<file path="config.mk">
export PLATFORM = sky130hd
export DESIGN_NAME = eeprom_word_writer
export DESIGN_NICKNAME = d
export VERILOG_FILES = /design/src/rtl/eww_pkg.sv /design/src/rtl/eww_downcnt.sv /design/src/rtl/eww_shifter.sv /design/src/rtl/eeprom_word_writer.sv
export SDC_FILE = /design/constraint.sdc
export NUM_CORES = 1
export LEC_CHECK = 0
export ABC_AREA = 1
export BUFFER_PORTS_ARGS = -buffer_cell sky130_fd_sc_hd__buf_2
export CAP_MARGIN = 20
export CORE_MARGIN = 5
export CORE_UTILIZATION = 60
export DETAILED_ROUTE_END_ITERATION = 10
export PLACE_DENSITY = 0.78
export SYNTH_ARGS = -nofsm -noshare
export SYNTH_HDL_FRONTEND = slang
export SYNTH_SLANG_ARGS = --single-unit
</file>
<file path="constraint.sdc">
create_clock -name clk -period 3.6 [get_ports clk]
set_input_delay 0.54 -clock clk [delete_from_list [all_inputs] [get_ports clk]]
set_output_delay 0.54 -clock clk [all_outputs]
set_load 0.005 [all_outputs]
</file>
<file path="src/rtl/eww_pkg.sv">
package eww_pkg;
   typedef enum logic [3:0] {
      S_IDLE, S_RANGE, S_ACQ, S_GAP1, S_WREN,
      S_GAP2, S_WRITE, S_PROG, S_DONE, S_FAIL
   } eww_state_e;

   localparam logic [7:0] OPC_WREN   = 8'h06;
   localparam logic [7:0] OPC_WRITE  = 8'h02;
   localparam logic [7:0] OPC_HIADDR = 8'h08;
endpackage

</file>
<file path="src/rtl/eww_downcnt.sv">
module eww_downcnt #(
   parameter int W = 4
) (
   input  logic         clk,
   input  logic         rst_n,
   input  logic         load,
   input  logic [W-1:0] val,
   output logic         zero
);
   logic [W-1:0] cnt;

   always_ff @(posedge clk or negedge rst_n) begin
      if (!rst_n)           cnt <= '0;
      else if (load)        cnt <= val;
      else if (cnt != '0)   cnt <= cnt - 1'b1;
   end

   assign zero = (cnt == '0);
endmodule

</file>
<file path="src/rtl/eww_shifter.sv">
module eww_shifter #(
   parameter int MAXB     = 32,
   parameter int HALF_CYC = 4,
   localparam int LW = $clog2(MAXB + 1),
   localparam int CW = $clog2(HALF_CYC + 1)
) (
   input  logic            clk,
   input  logic            rst_n,
   input  logic            start,
   input  logic [LW-1:0]   len,
   input  logic [MAXB-1:0] vec,
   output logic            cs_n,
   output logic            sck,
   output logic            mosi,
   output logic            fin
);
   logic            active, phase, tick;
   logic [LW-1:0]   left;
   logic [MAXB-1:0] sreg;

   // half-period timer, restarted at frame start and at every phase change
   eww_downcnt #(.W(CW)) i_half (
      .clk  (clk),
      .rst_n(rst_n),
      .load (start | (active & tick)),
      .val  (CW'(HALF_CYC - 1)),
      .zero (tick)
   );

   always_ff @(posedge clk or negedge rst_n) begin
      if (!rst_n) begin
         active <= 1'b0;
         phase  <= 1'b0;
         left   <= '0;
         sreg   <= '0;
      end else if (start) begin
         active <= 1'b1;
         phase  <= 1'b0;
         left   <= len;
         sreg   <= vec;
      end else if (active && tick) begin
         if (!phase) begin
            phase <= 1'b1;
         end else begin
            phase <= 1'b0;
            sreg  <= sreg << 1;
            left  <= left - 1'b1;
            if (left == LW'(1)) active <= 1'b0;
         end
      end
   end

   assign cs_n = ~active;
   assign sck  = active & phase;
   assign mosi = active & sreg[MAXB-1];
   assign fin  = active & tick & phase & (left == LW'(1));
endmodule

</file>
<file path="src/rtl/eeprom_word_writer.sv">
module eeprom_word_writer
   import eww_pkg::*;
#(
   parameter int ADDR_W   = 8,
   parameter int OFS_W    = 16,
   parameter int HALF_CYC = 4,
   parameter int PROG_CYC = 1000
) (
   input  logic             clk,
   input  logic             rst_n,
   input  logic             req_valid,
   input  logic [OFS_W-1:0] req_offset,
   input  logic [15:0]      req_data,
   input  logic [OFS_W:0]   cfg_words,
   input  logic             dev_ready,
   output logic             bus_own,
   output logic             spi_cs_n,
   output logic             spi_sck,
   output logic             spi_mosi,
   output logic             busy,
   output logic             done,
   output logic             err
);
   localparam int FRAME_W = 8 + ADDR_W + 16;
   localparam int LW      = $clog2(FRAME_W + 1);
   localparam int TMAX    = (PROG_CYC > HALF_CYC) ? PROG_CYC : HALF_CYC;
   localparam int TW      = $clog2(TMAX + 1);

   if (!(ADDR_W == 8 || ADDR_W == 16)) begin : g_bad_aw
      $error("ADDR_W must be 8 or 16");
   end
   if (OFS_W < ADDR_W) begin : g_bad_ofs
      $error("OFS_W must not be narrower than ADDR_W");
   end
   if (HALF_CYC < 1 || PROG_CYC < 1) begin : g_bad_cyc
      $error("HALF_CYC and PROG_CYC must be at least 1");
   end

   eww_state_e       state, nxt;
   logic [OFS_W-1:0] off_q;
   logic [15:0]      data_q;
   logic             t_load, t_zero, sh_start, sh_fin;
   logic [TW-1:0]    t_val;
   logic [7:0]       wr_opc;
   logic [ADDR_W-1:0] addr;
   logic [FRAME_W-1:0] sh_vec;
   logic [LW-1:0]    sh_len;

   // command byte: 8-bit parts carry the ninth address bit in the opcode
   if (ADDR_W == 8) begin : g_a8
      assign wr_opc = OPC_WRITE | ((|off_q[OFS_W-1:7]) ? OPC_HIADDR : 8'h00);
   end else begin : g_a16
      assign wr_opc = OPC_WRITE;
   end

   assign addr   = {off_q[ADDR_W-2:0], 1'b0};
   assign sh_vec = (state == S_GAP1) ? {OPC_WREN, {(FRAME_W-8){1'b0}}}
                                     : {wr_opc, addr, data_q[7:0], data_q[15:8]};
   assign sh_len = (state == S_GAP1) ? LW'(8) : LW'(FRAME_W);
   assign sh_start = ((state == S_GAP1) || (state == S_GAP2)) && t_zero;

   eww_downcnt #(.W(TW)) i_timer (
      .clk  (clk),
      .rst_n(rst_n),
      .load (t_load),
      .val  (t_val),
      .zero (t_zero)
   );

   eww_shifter #(.MAXB(FRAME_W), .HALF_CYC(HALF_CYC)) i_shift (
      .clk  (clk),
      .rst_n(rst_n),
      .start(sh_start),
      .len  (sh_len),
      .vec  (sh_vec),
      .cs_n (spi_cs_n),
      .sck  (spi_sck),
      .mosi (spi_mosi),
      .fin  (sh_fin)
   );

   always_comb begin
      nxt    = state;
      t_load = 1'b0;
      t_val  = TW'(HALF_CYC - 1);
      unique case (state)
         S_IDLE:  if (req_valid) nxt = S_RANGE;
         S_RANGE: nxt = ({1'b0, off_q} < cfg_words) ? S_ACQ : S_FAIL;
         S_ACQ:   if (dev_ready) begin
                     nxt    = S_GAP1;
                     t_load = 1'b1;
                  end else begin
                     nxt = S_FAIL;
                  end
         S_GAP1:  if (t_zero) nxt = S_WREN;
         S_WREN:  if (sh_fin) begin
                     nxt    = S_GAP2;
                     t_load = 1'b1;
                  end
         S_GAP2:  if (t_zero) nxt = S_WRITE;
         S_WRITE: if (sh_fin) begin
                     nxt    = S_PROG;
                     t_load = 1'b1;
                     t_val  = TW'(PROG_CYC - 1);
                  end
         S_PROG:  if (t_zero) nxt = S_DONE;
         default: nxt = S_IDLE;
      endcase
   end

   always_ff @(posedge clk or negedge rst_n) begin
      if (!rst_n) begin
         state  <= S_IDLE;
         off_q  <= '0;
         data_q <= '0;
      end else begin
         state <= nxt;
         if (state == S_IDLE && req_valid) begin
            off_q  <= req_offset;
            data_q <= req_data;
         end
      end
   end

   assign busy    = (state != S_IDLE);
   assign done    = (state == S_DONE);
   assign err     = (state == S_FAIL);
   assign bus_own = (state == S_ACQ)  || (state == S_GAP1) || (state == S_WREN) ||
                    (state == S_GAP2) || (state == S_WRITE) || (state == S_PROG);
endmodule

</file>
### After elaboration in Yosys (flattened, before gate mapping)

Cells that the tools add are included.

* flip-flop bits (word level): 89
* logic and storage cells: 95
* output and inout port bits: 7
* input port bits: 53

* bitwise logic cells: 7
* add/sub/neg operators: 3
* $lt $le $gt $ge: 1
* reduce and logical (&&, ||, !) cells: 25
* multiplexer cells: 34
* eq/ne operators: 16

Operator list (number)
* 32-bit two-way mux: 3
* 10-bit two-way mux: 4
* 4-bit two-way mux: 9
* 4-bit case mux with 8 select lines: 1
* 28-bit two-way mux: 1
* 6-bit two-way mux: 4
* 16-bit by 17-bit < comparator with 1-bit output: 1
* 4-bit by 3-bit equality test with 1-bit output, second input constant: 4
* 10-bit zero test: 1
* 10-bit nonzero test: 1
* 2-bit nonzero test: 5
* 10-bit by 1-bit subtractor with 10-bit output, second input constant: 1
* 1-bit two-way mux: 9
* 9-bit OR reduction: 1
* 4-bit by 2-bit equality test with 1-bit output, second input constant: 2
* 4-bit equality test, second input constant: 2
* 2-bit inequality test, second input constant: 4
* 6-bit by 1-bit equality test with 1-bit output, second input constant: 1
* 1-bit logical OR: 6
* 3-bit two-way mux: 2
* 6-bit AND reduction: 1
* 6-bit by 1-bit subtractor with 6-bit output, second input constant: 1
* 1-bit AND: 5
* 4-bit by 1-bit equality test with 1-bit output, second input constant: 1
* other kinds (13): 16

### Logic depth before layout (Yosys ltp)

Gate-level depths: netlist of run 1.

* depth after elaboration: 7
* depth in mapped cells: 14
* depth with buffers taken out: 14

### Cells and area by module

A second synthesis of run 1 with hierarchy kept.

* cells, all modules: 654
* area total of the unflattened synthesis: 5118.7 um^2

Modules (own cells, without submodules)
* eeprom_word_writer: seq. area each 900.9 um^2, area an instance 2245.9 um^2, cells an instance 281, times used 1
* eww_shifter: seq. area each 1001.0 um^2, area an instance 1969.4 um^2, cells an instance 246, times used 1
* eww_downcnt (i_timer): seq. area each 250.2 um^2, area an instance 695.7 um^2, cells an instance 95, times used 1
* eww_downcnt (i_shift.i_half): seq. area each 75.1 um^2, area an instance 207.7 um^2, cells an instance 32, times used 1

### Worst setup path before layout of run 1

Ideal clock, no wire load.

* kind: register -> register
* start point: register i_shift.i_half.cnt[0]
* end point: register i_timer.cnt[9]
* setup time: 0.131 ns
* cell stages (with the launch flop): 13
* path slack: 1.822 ns
* arrival: 1.646 ns
* period minus slack after synthesis: 1.778 ns
* data required time: 3.469 ns
* buffers on the path: 0
* path through: dfrtp_1 > inv_1 > ha_1 > ha_1 > nand2_1 > inv_2 > nand2_4 > nor2_4 > nand2_1 > nand2_1 > inv_1 > a21oi_1 > nor2_1

* longest elaborated chain between the ends: 7
* elaborated cells on any way between the ends: 10
* those cells by class: 5 x mux; 3 x bitwise; 2 x reduce/logical

Ends and longest elaborated chain
* from (decl): RTL line eww_downcnt.sv:10 `logic [W-1:0] cnt;`
* from (signal assigned): RTL line eww_downcnt.sv:14 `else if (load) cnt <= val;`
* from (signal assigned): RTL line eww_downcnt.sv:15 `else if (cnt != '0) cnt <= cnt - 1'b1;`
* 3-bit zero test *: RTL line eww_downcnt.sv:18 `assign zero = (cnt == '0);`
* 1-bit AND * (3 in a row): RTL line eww_shifter.sv:56 `assign fin = active & tick & phase & (left == LW'(1));`
* 1-bit two-way mux / 10-bit two-way mux (equally long branches): RTL line eeprom_word_writer.sv:96, eeprom_word_writer.sv:101
* 1-bit case mux with 2 select lines / 10-bit two-way mux (equally long branches): RTL line eeprom_word_writer.sv:86 `unique case (state)`
* 10-bit two-way mux / 2-bit nonzero test (equally long branches)
* to (signal assigned): RTL line eww_downcnt.sv:14
* to (signal assigned): RTL line eww_downcnt.sv:15
* to (decl): RTL line eww_downcnt.sv:10

Every way passes the cells marked *; elsewhere a longest branch is shown, timed or not.
A chain may end at the register's enable or synchronous reset.

### Worst setup path in the final report of run 1

* start point: register i_shift.i_half.cnt[0]
* end point: register i_shift.sreg[19]

* longest elaborated chain between the ends: 4

Ends and longest elaborated chain
* 3-bit zero test: RTL line eww_downcnt.sv:18
* 1-bit logical AND: RTL line eww_shifter.sv:41 `end else if (active && tick) begin`
* 2-bit nonzero test (no line)
* 2-bit AND reduction (no line)
* to (signal assigned): RTL line eww_shifter.sv:40 `sreg <= vec;`
* to (signal assigned): RTL line eww_shifter.sv:46 `sreg <= sreg << 1;`
* to (decl): RTL line eww_shifter.sv:19 `logic [MAXB-1:0] sreg;`

Every way passes these cells.

==> results of run 1 <==
-- metal layers --
metal / share of wire / vias up / track usage
met5: 0 / - / 0
met4: 0.019 / 0 / 0.07348
met3: 0.036 / 18 / 0.03000
met2: 0.50 / 79 / 0.3398
met1: 0.45 / 1703 / 0.2617
li1: - / 1895 / -
-- final cells by class --
type                            count  area (sq um)  share of cell area
Inverter                           97         366.6             0.07043
Multi-Input combinational cell    349          1942              0.3731
Timing Repair Buffer               62         340.3             0.06538
Tap cell                          102         127.6             0.02452
Clock buffer                        9         123.9             0.02380
Sequential cell                    89          2227              0.4279
Clock inverter                      7         77.57             0.01490
-- stage by stage --
step	setup WS, ns	instance area (sq um)
final	1.200	5205
after global routing	0.9511	5205
after CTS	1.181	5177
after detailed placement	1.230	4976
after global placement	1.367	4976
after floorplan	1.822	4657
-- power by group through the flow --
stage               Clock, mW  Combinational, mW  Sequential, mW
floorplan                   0             0.0144            1.02
global placement            0             0.0648            1.02
detailed placement          0             0.0671            1.02
CTS                     0.714             0.0676           0.999
global route            0.754             0.0806           0.999
finish                  0.698             0.0694           0.999
-- cells in the final DEF (no fill, tap or decap), types with 2 or more instances in the layout --
cell	count
nor3_1	6
clkinv_4	2
inv_6	2
buf_2	58
nand4_1	2
o211ai_1	3
o31ai_1	4
buf_4	3
nand3_4	2
a31oi_1	2
nand3_1	33
inv_1	90
mux2_2	12
nor2_4	4
o21ai_0	37
o22ai_1	21
o21ai_1	4
nor4_1	2
nor2_1	53
nand2_1	93
inv_2	6
dfrtp_1	89
xor2_1	5
a21oi_1	34
clkbuf_8	9
nand2_4	2
ha_1	20
nand2_2	5
-- state kept, by name, summed over array words and instances (netlist names) --
register and flops:
i_shift.sreg 32, data_q 16, off_q 16, i_timer.cnt 10
i_shift.left 6, state 4, i_shift.i_half.cnt 3, i_shift.active 1
i_shift.phase 1
-- kinds of logic (layout without fill, tap and decap cells) --
kind of cell             Yosys count  count (layout)  synth area share
multiplexers                      12              12           0.02902
XOR/XNOR                           6               6           0.01128
AND/OR/NAND/NOR                  205             205            0.1985
flip-flops                        89              89            0.4782
buffers and inverters            116             175            0.1048
AO/OA/AOI/OAI                    106             106            0.1244
adder cells (fa/ha/maj)           20              20           0.05373
-- Yosys cell counts, drive strengths merged (5+ instances only) --
cell type / n / area [sq um]
ha: 20 / 250.2
clkbuf: 5 / 18.77
dfrtp: 89 / 2227
a21oi: 34 / 170.2
nor2: 57 / 244.0
o22ai: 21 / 131.4
o21ai: 41 / 205.2
buf: 14 / 102.6
nand3: 36 / 210.2
nor3: 6 / 30.03
mux2: 12 / 135.1
inv: 97 / 366.6
xor2: 5 / 43.79
nand2: 100 / 402.9
-- path summary, 6_finish.rpt --
check | from | depth (start not counted) | slack, ns | end
worst max-delay path | i_shift.i_half.cnt[0]$_DFFE_PN0P_ | 9 | 1.20 | i_shift.sreg[19]$_DFFE_PN0P_
worst min-delay path | rst_n | 1 | 0.10 | i_timer.cnt[2]$_DFFE_PN0P_
worst max register to register | i_shift.i_half.cnt[0]$_DFFE_PN0P_ | 9 | 1.20 | i_shift.sreg[19]$_DFFE_PN0P_
worst min register to register | i_shift.left[1]$_DFFE_PN0P_ | 2 | 0.50 | i_shift.left[1]$_DFFE_PN0P_
max in group asynchronous | rst_n | 2 | 2.88 | off_q[1]$_DFFE_PN0P_
min in group clk | req_offset[14] | 2 | 0.41 | off_q[14]$_DFFE_PN0P_
==> impl_metrics.csv, run 1 <==
group,metric,value,unit
floorplan,initial_utilization,0.6090,
drt,drtPass1Iterations,5,
timing,relSlewSlack,0.4396,
global_route,grt_pass1_wl,16080,um
cts,clk-insertion-delay-late,0.36,ns
cells_and_area,post_layout_nonfiller_instances,715,
power_and_ir_drop,leakagePower,2.813,nW
cts,cts_buffer_depth,2,
setup_path,cp-end-kind,"flip-flop",
timing,layout_min_cycle_time,2.400,ns
floorplan,rows,32,
power_and_ir_drop,clkPwrFrac,0.395,
power_and_ir_drop,netSwitchingPower,409.7,uW
placed_design,dp_hpwl,6366,um
global_route,overflow,0,
timing,setup_viol,0,
power_and_ir_drop,pwr-share-seq,0.565,
timing,post-route-period-util,0.6668,
yosys,synth_ff_type,"dfrtp_1",
drt,drt_iter0_drc,197,
floorplan,fp.dieH,98.10,um
yosys,synthesis.area,4657,sq um
timing,tightest_slew,0.8396,ns
setup_path,path_max_fanout,32,
cts,root_buffer,"clkbuf_8",
placed_design,place_inst,698,
setup_path,crit_type,"reg -> reg",
floorplan,io_pins,60,
power_and_ir_drop,pwr_density_cell,339.3,nW/um^2
setup_path,crit_slowest_cell,"inv_1",
yosys,syn_area_per_cell,8.406,sq um
timing,holdWs,0.1023,ns
drt,drc,0,
cells_and_area,postLayoutCoreUtil,0.6806,
power_and_ir_drop,comb_power_share,0.039,
floorplan,die_w,98.10,um
cells_and_area,antenna_cells,0,
cts,cts_buffers,9,
cts,htreeDepth,3,
yosys,ys_async_sr_fraction,1.000,
cts,hold_buffers,0,
timing,finalMaxSlewViolations,0,
global_route,global_route.usage.total,0.2005,
power_and_ir_drop,swShare,0.2320,
setup_path,critPathArrivalTime,2.67,ns
timing,rsz0062_at_grt,"false",
worst_hold_path,hp-class,"in -> async",
global_route,grt_max_degree,86,
cts,cts_sinks,89,
power_and_ir_drop,design_power_total,1.766,mW
setup_path,critical_path.top_delay_family,"buffers and inverters",
setup_path,crit_chain,"inv_1 -> ha_1 -> ha_1 -> nand2_1 -> inv_2 -> nand2_4 -> inv_1 -> o21ai_0 -> o22ai_1",
power_and_ir_drop,internal_power,1.356,mW
timing,fmax,0.4166,GHz
run,drv_cap,0,
yosys,ys_seq_elements,89,
drt,vias,3695,
drt,drt_wl_total,9044,um
cells_and_area,area_growth,11.77,%
setup_path,worstSetupStartpointType,"flip-flop",
drt,final_antenna_net_count,0,
cells_and_area,final_layout_size_suffix_gt1_frac,0.1827,
yosys,synth_cells,554,
status,status,"finished, final reports clean",
global_route,grt_antenna_before_repair,0,
cts,clkTransAtPathRegs,0.09,ns
placed_design,port_buffers,59,
yosys,ys_types,33,
cts,post-cts-setup-buffers,0,
drt,routed_via_density,5.168,
cts,cts_resized,0,
floorplan,coreArea,7647,sq um
placed_design,globalplace.congestion,0.8262,
cells_and_area,finalNetCount,681,
cts,cts_tree,"built",
timing,hold_viol,0,
yosys,ys_seq_area_frac,0.4782,
floorplan,die_area,9624,sq um
global_route,grt_pass1_vias,3628,
drt,wl_per_cell,12.65,um
power_and_ir_drop,ir_drop,0.0002383,V
yosys,yosys_warnings,0,
setup_path,max_stage_delay,0.67,ns
cells_and_area,n_fill_cell,626,
yosys,syn_nets,627,
setup_path,critPathBufInv,3,
timing,setup_tns,0,ns
timing,finClkSkew,0.009952,ns
yosys,synth_edf_count,0,
setup_path,required,3.87,ns
Power figures use the tool's default switching activity.
==> inputs of run 2 (changes only) <==
--- a/config.mk
+++ b/config.mk
@@ -9,9 +9,9 @@
 export BUFFER_PORTS_ARGS = -buffer_cell sky130_fd_sc_hd__buf_2
 export CAP_MARGIN = 20
 export CORE_MARGIN = 5
-export CORE_UTILIZATION = 60
+export CORE_UTILIZATION = 58
 export DETAILED_ROUTE_END_ITERATION = 10
-export PLACE_DENSITY = 0.78
+export PLACE_DENSITY = 0.76
 export SYNTH_ARGS = -nofsm -noshare
 export SYNTH_HDL_FRONTEND = slang
 export SYNTH_SLANG_ARGS = --single-unit
==> constraint.sdc (replaced) <==
create_clock -name clk -period 2.4 [get_ports clk]
set_input_delay 0.36 -clock clk [delete_from_list [all_inputs] [get_ports clk]]
set_output_delay 0.36 -clock clk [all_outputs]
set_load 0.005 [all_outputs]
==> impl_metrics.csv, run 2 (synthesis results as in run 1) <==
group,metric,value,unit
cts,clkTransAtPathRegs,0.08,ns
floorplan,initial_utilization,0.5995,
timing,rsz0062_at_grt,"false",
cells_and_area,finalNetCount,685,
setup_path,r2r-end,"i_timer.cnt[9]$_DFFE_PN0P_",
timing,finClkSkew,0.005932,ns
timing,relSlewSlack,0.6475,
power_and_ir_drop,pwr-share-seq,0.593,
floorplan,die_w,99.61,um
setup_path,cp-end-kind,"flip-flop",
run,drv_cap,0,
cts,clk-insertion-delay-late,0.35,ns
power_and_ir_drop,comb_power_share,0.040,
global_route,overflow,0,
setup_path,critPathArrivalTime,2.29,ns
cells_and_area,layout_common_cells,"nand2_1 (93), inv_1 (90), dfrtp_1 (89)",
cells_and_area,largestRegisters,"i_shift.sreg: 32 flops, data_q: 16 flops, off_q: 16 flops",
floorplan,fp.dieH,99.61,um
power_and_ir_drop,swShare,0.2298,
cts,cts_tree,"built",
power_and_ir_drop,netSwitchingPower,580.6,uW
setup_path,crit_slowest_cell,"dfrtp_1",
placed_design,dp_hpwl,6796,um
drt,wl_per_cell,12.58,um
timing,setup_viol,0,
status,status,"finished, final reports clean",
timing,post-route-period-util,0.8605,
cts,post-cts-setup-buffers,0,
setup_path,worstSetupStartpointType,"flip-flop",
cells_and_area,n_fill_cell,634,
drt,drtPass1Iterations,4,
floorplan,io_pins,60,
cells_and_area,antenna_cells,0,
timing,hold_viol,0,
floorplan,coreArea,7767,sq um
global_route,grt_antenna_before_repair,0,
setup_path,crit_type,"reg -> reg",
setup_path,r2r_start,"i_shift.i_half.cnt[0]$_DFFE_PN0P_",
cts,root_buffer,"clkbuf_8",
cts,cts_buffer_depth,2,
drt,vias,3707,
cells_and_area,area_growth,11.93,%
setup_path,critPathBufInv,3,
power_and_ir_drop,pwr_density_cell,484.7,nW/um^2
power_and_ir_drop,ir_drop,0.0003287,V
worst_hold_path,holdPathStages,2,
drt,drt_wl_total,9044,um
global_route,grt_util_met3,0.02875,
global_route,met1_usage,0.2344,
setup_path,crit_chain,"inv_1 -> ha_1 -> ha_2 -> nand2_1 -> inv_2 -> nand2_4 -> nor2_4 -> nand2_1 -> nand2_1 -> inv_1 -> a21oi_1 -> nor2_1",
global_route,global_route.usage.total,0.1987,
cells_and_area,final_layout_size_suffix_gt1_frac,0.1880,
placed_design,preCtsSetupSlack,0.2889,ns
cts,cts_buffers,9,
timing,layout_setup_ws,0.3348,ns
drt,final_antenna_net_count,0,
cells_and_area,max_flop_register,"i_shift.sreg",
power_and_ir_drop,clkPwrFrac,0.367,
drt,drc,0,
placed_design,postPlaceCellArea,5019,sq um
setup_path,r2r_cells,12,
global_route,grt_use_met2,0.3611,
worst_hold_path,worstHoldStart,"req_offset[15]",
worst_hold_path,hp-class,"in -> reg",
cells_and_area,regArea,2227,sq um
floorplan,rows,32,
drt,routed_via_density,5.156,
cts,htreeDepth,3,
setup_path,critical_path.top_delay_family,"simple AND/OR/NAND/NOR gates",
worst_hold_path,min_to,"off_q[15]$_DFFE_PN0P_",
timing,layout_min_cycle_time,2.065,ns
timing,setup_tns,0,ns
global_route,grt_busiest_layer,"met2",
setup_path,required,2.63,ns
placed_design,port_buffers,59,
setup_path,startpoint,"i_shift.i_half.cnt[0]$_DFFE_PN0P_",
timing,fmax,0.4842,GHz
timing,finalMaxSlewViolations,0,
global_route,grt_pass1_vias,3865,
global_route,grt_max_degree,53,
cts,cts_sinks,89,
timing,tightest_slew,0.5288,ns
cells_and_area,stdcell_area,5213,sq um
floorplan,die_area,9921,sq um
setup_path,crit_top_cell,"nand2_1",
cells_and_area,mostFrequentLayoutCell,"nand2_1",
setup_path,r2r_slack,0.33,ns
cells_and_area,multi_input_area,1944,sq um
power_and_ir_drop,leakagePower,2.811,nW
setup_path,max_stage_delay,0.39,ns
global_route,grt_pass1_wl,16220,um
placed_design,globalplace.congestion,0.8326,
power_and_ir_drop,internal_power,1.946,mW
drt,drt_iter0_drc,132,
setup_path,path_max_fanout,25,
cells_and_area,largest_reg_flops,32,
-- run 2: changes by cell type in the layout (fill, tap and decap cells not counted), sizes merged --
| cell | delta |
|---|---|
| buf | +3 |
| bufinv | -1 |
| clkbuf | +1 |
| clkinv | -1 |
| clkinvlp | +3 |
| dlygate4sd3 | +1 |
| inv | -2 |
-- run 2: power by group through the flow --
stage               Sequential [mW]  Combinational, mW  Clock [mW]
finish                         1.50              0.102       0.927
global route                   1.50              0.119        1.02
CTS                            1.50              0.105       0.953
detailed placement             1.53              0.103           0
global placement               1.53              0.101           0
floorplan                      1.53             0.0216           0
-- run 2: per-stage QoR --
stage | util | std cells | hold WS (ns) | power (mW)
floorplan | - | 554 | 0.06441 | 1.550
CTS | 0.6707 | 719 | 0.2244 | 2.556
finish | 0.6711 | 719 | 0.2365 | 2.527
global placement | 0.6461 | 702 | 0.3807 | 1.629
detailed placement | 0.6461 | 702 | 0.3736 | 1.631
global route | 0.6711 | 719 | 0.2344 | 2.635
-- run 2: worst max path at each step --
stage / depth (start not counted) / endpoint / slack, ns
2_1_floorplan: 12 / i_timer.cnt[9]$_DFFE_PN0P_ / 0.62
3_3_place_gp: 12 / i_timer.cnt[9]$_DFFE_PN0P_ / 0.38
3_5_place_dp: 12 / i_timer.cnt[9]$_DFFE_PN0P_ / 0.29
4_1_cts: 12 / i_timer.cnt[9]$_DFFE_PN0P_ / 0.27
5_1_grt: 12 / i_timer.cnt[9]$_DFFE_PN0P_ / 0.04
6_report: 12 / i_timer.cnt[9]$_DFFE_PN0P_ / 0.33
-- run 2: what timing repair did --
item | CTS | global route
hold endpoints to repair | 34 | 0
hold buffers | 1 | 0
endpoints found under the setup margin | 0 | 1
resized for setup | 0 | 1
-- run 2: layout make-up --
class                           instances  area share
Sequential cell                        89      0.4273
Clock buffer                           10     0.02640
Clock inverter                          6    0.008401
Timing Repair Buffer                   66     0.07009
Multi-Input combinational cell        349      0.3730
Inverter                               97     0.07033
Tap cell                              102     0.02448
-- run 2: routing by layer --
metal	wire, um	part of all wire
met4	230	0.025
met1	3946	0.44
met2	4633	0.51
met3	234	0.026
met5	0	0
-- run 2: worst reg2reg max path: stages (launching register included) --
cell	delay (ns)
dfrtp_1	0.39
inv_1	0.06
ha_1	0.15
ha_2	0.23
nand2_1	0.09
inv_2	0.08
nand2_4	0.16
nor2_4	0.20
nand2_1	0.06
nand2_1	0.16
inv_1	0.14
a21oi_1	0.16
nor2_1	0.06
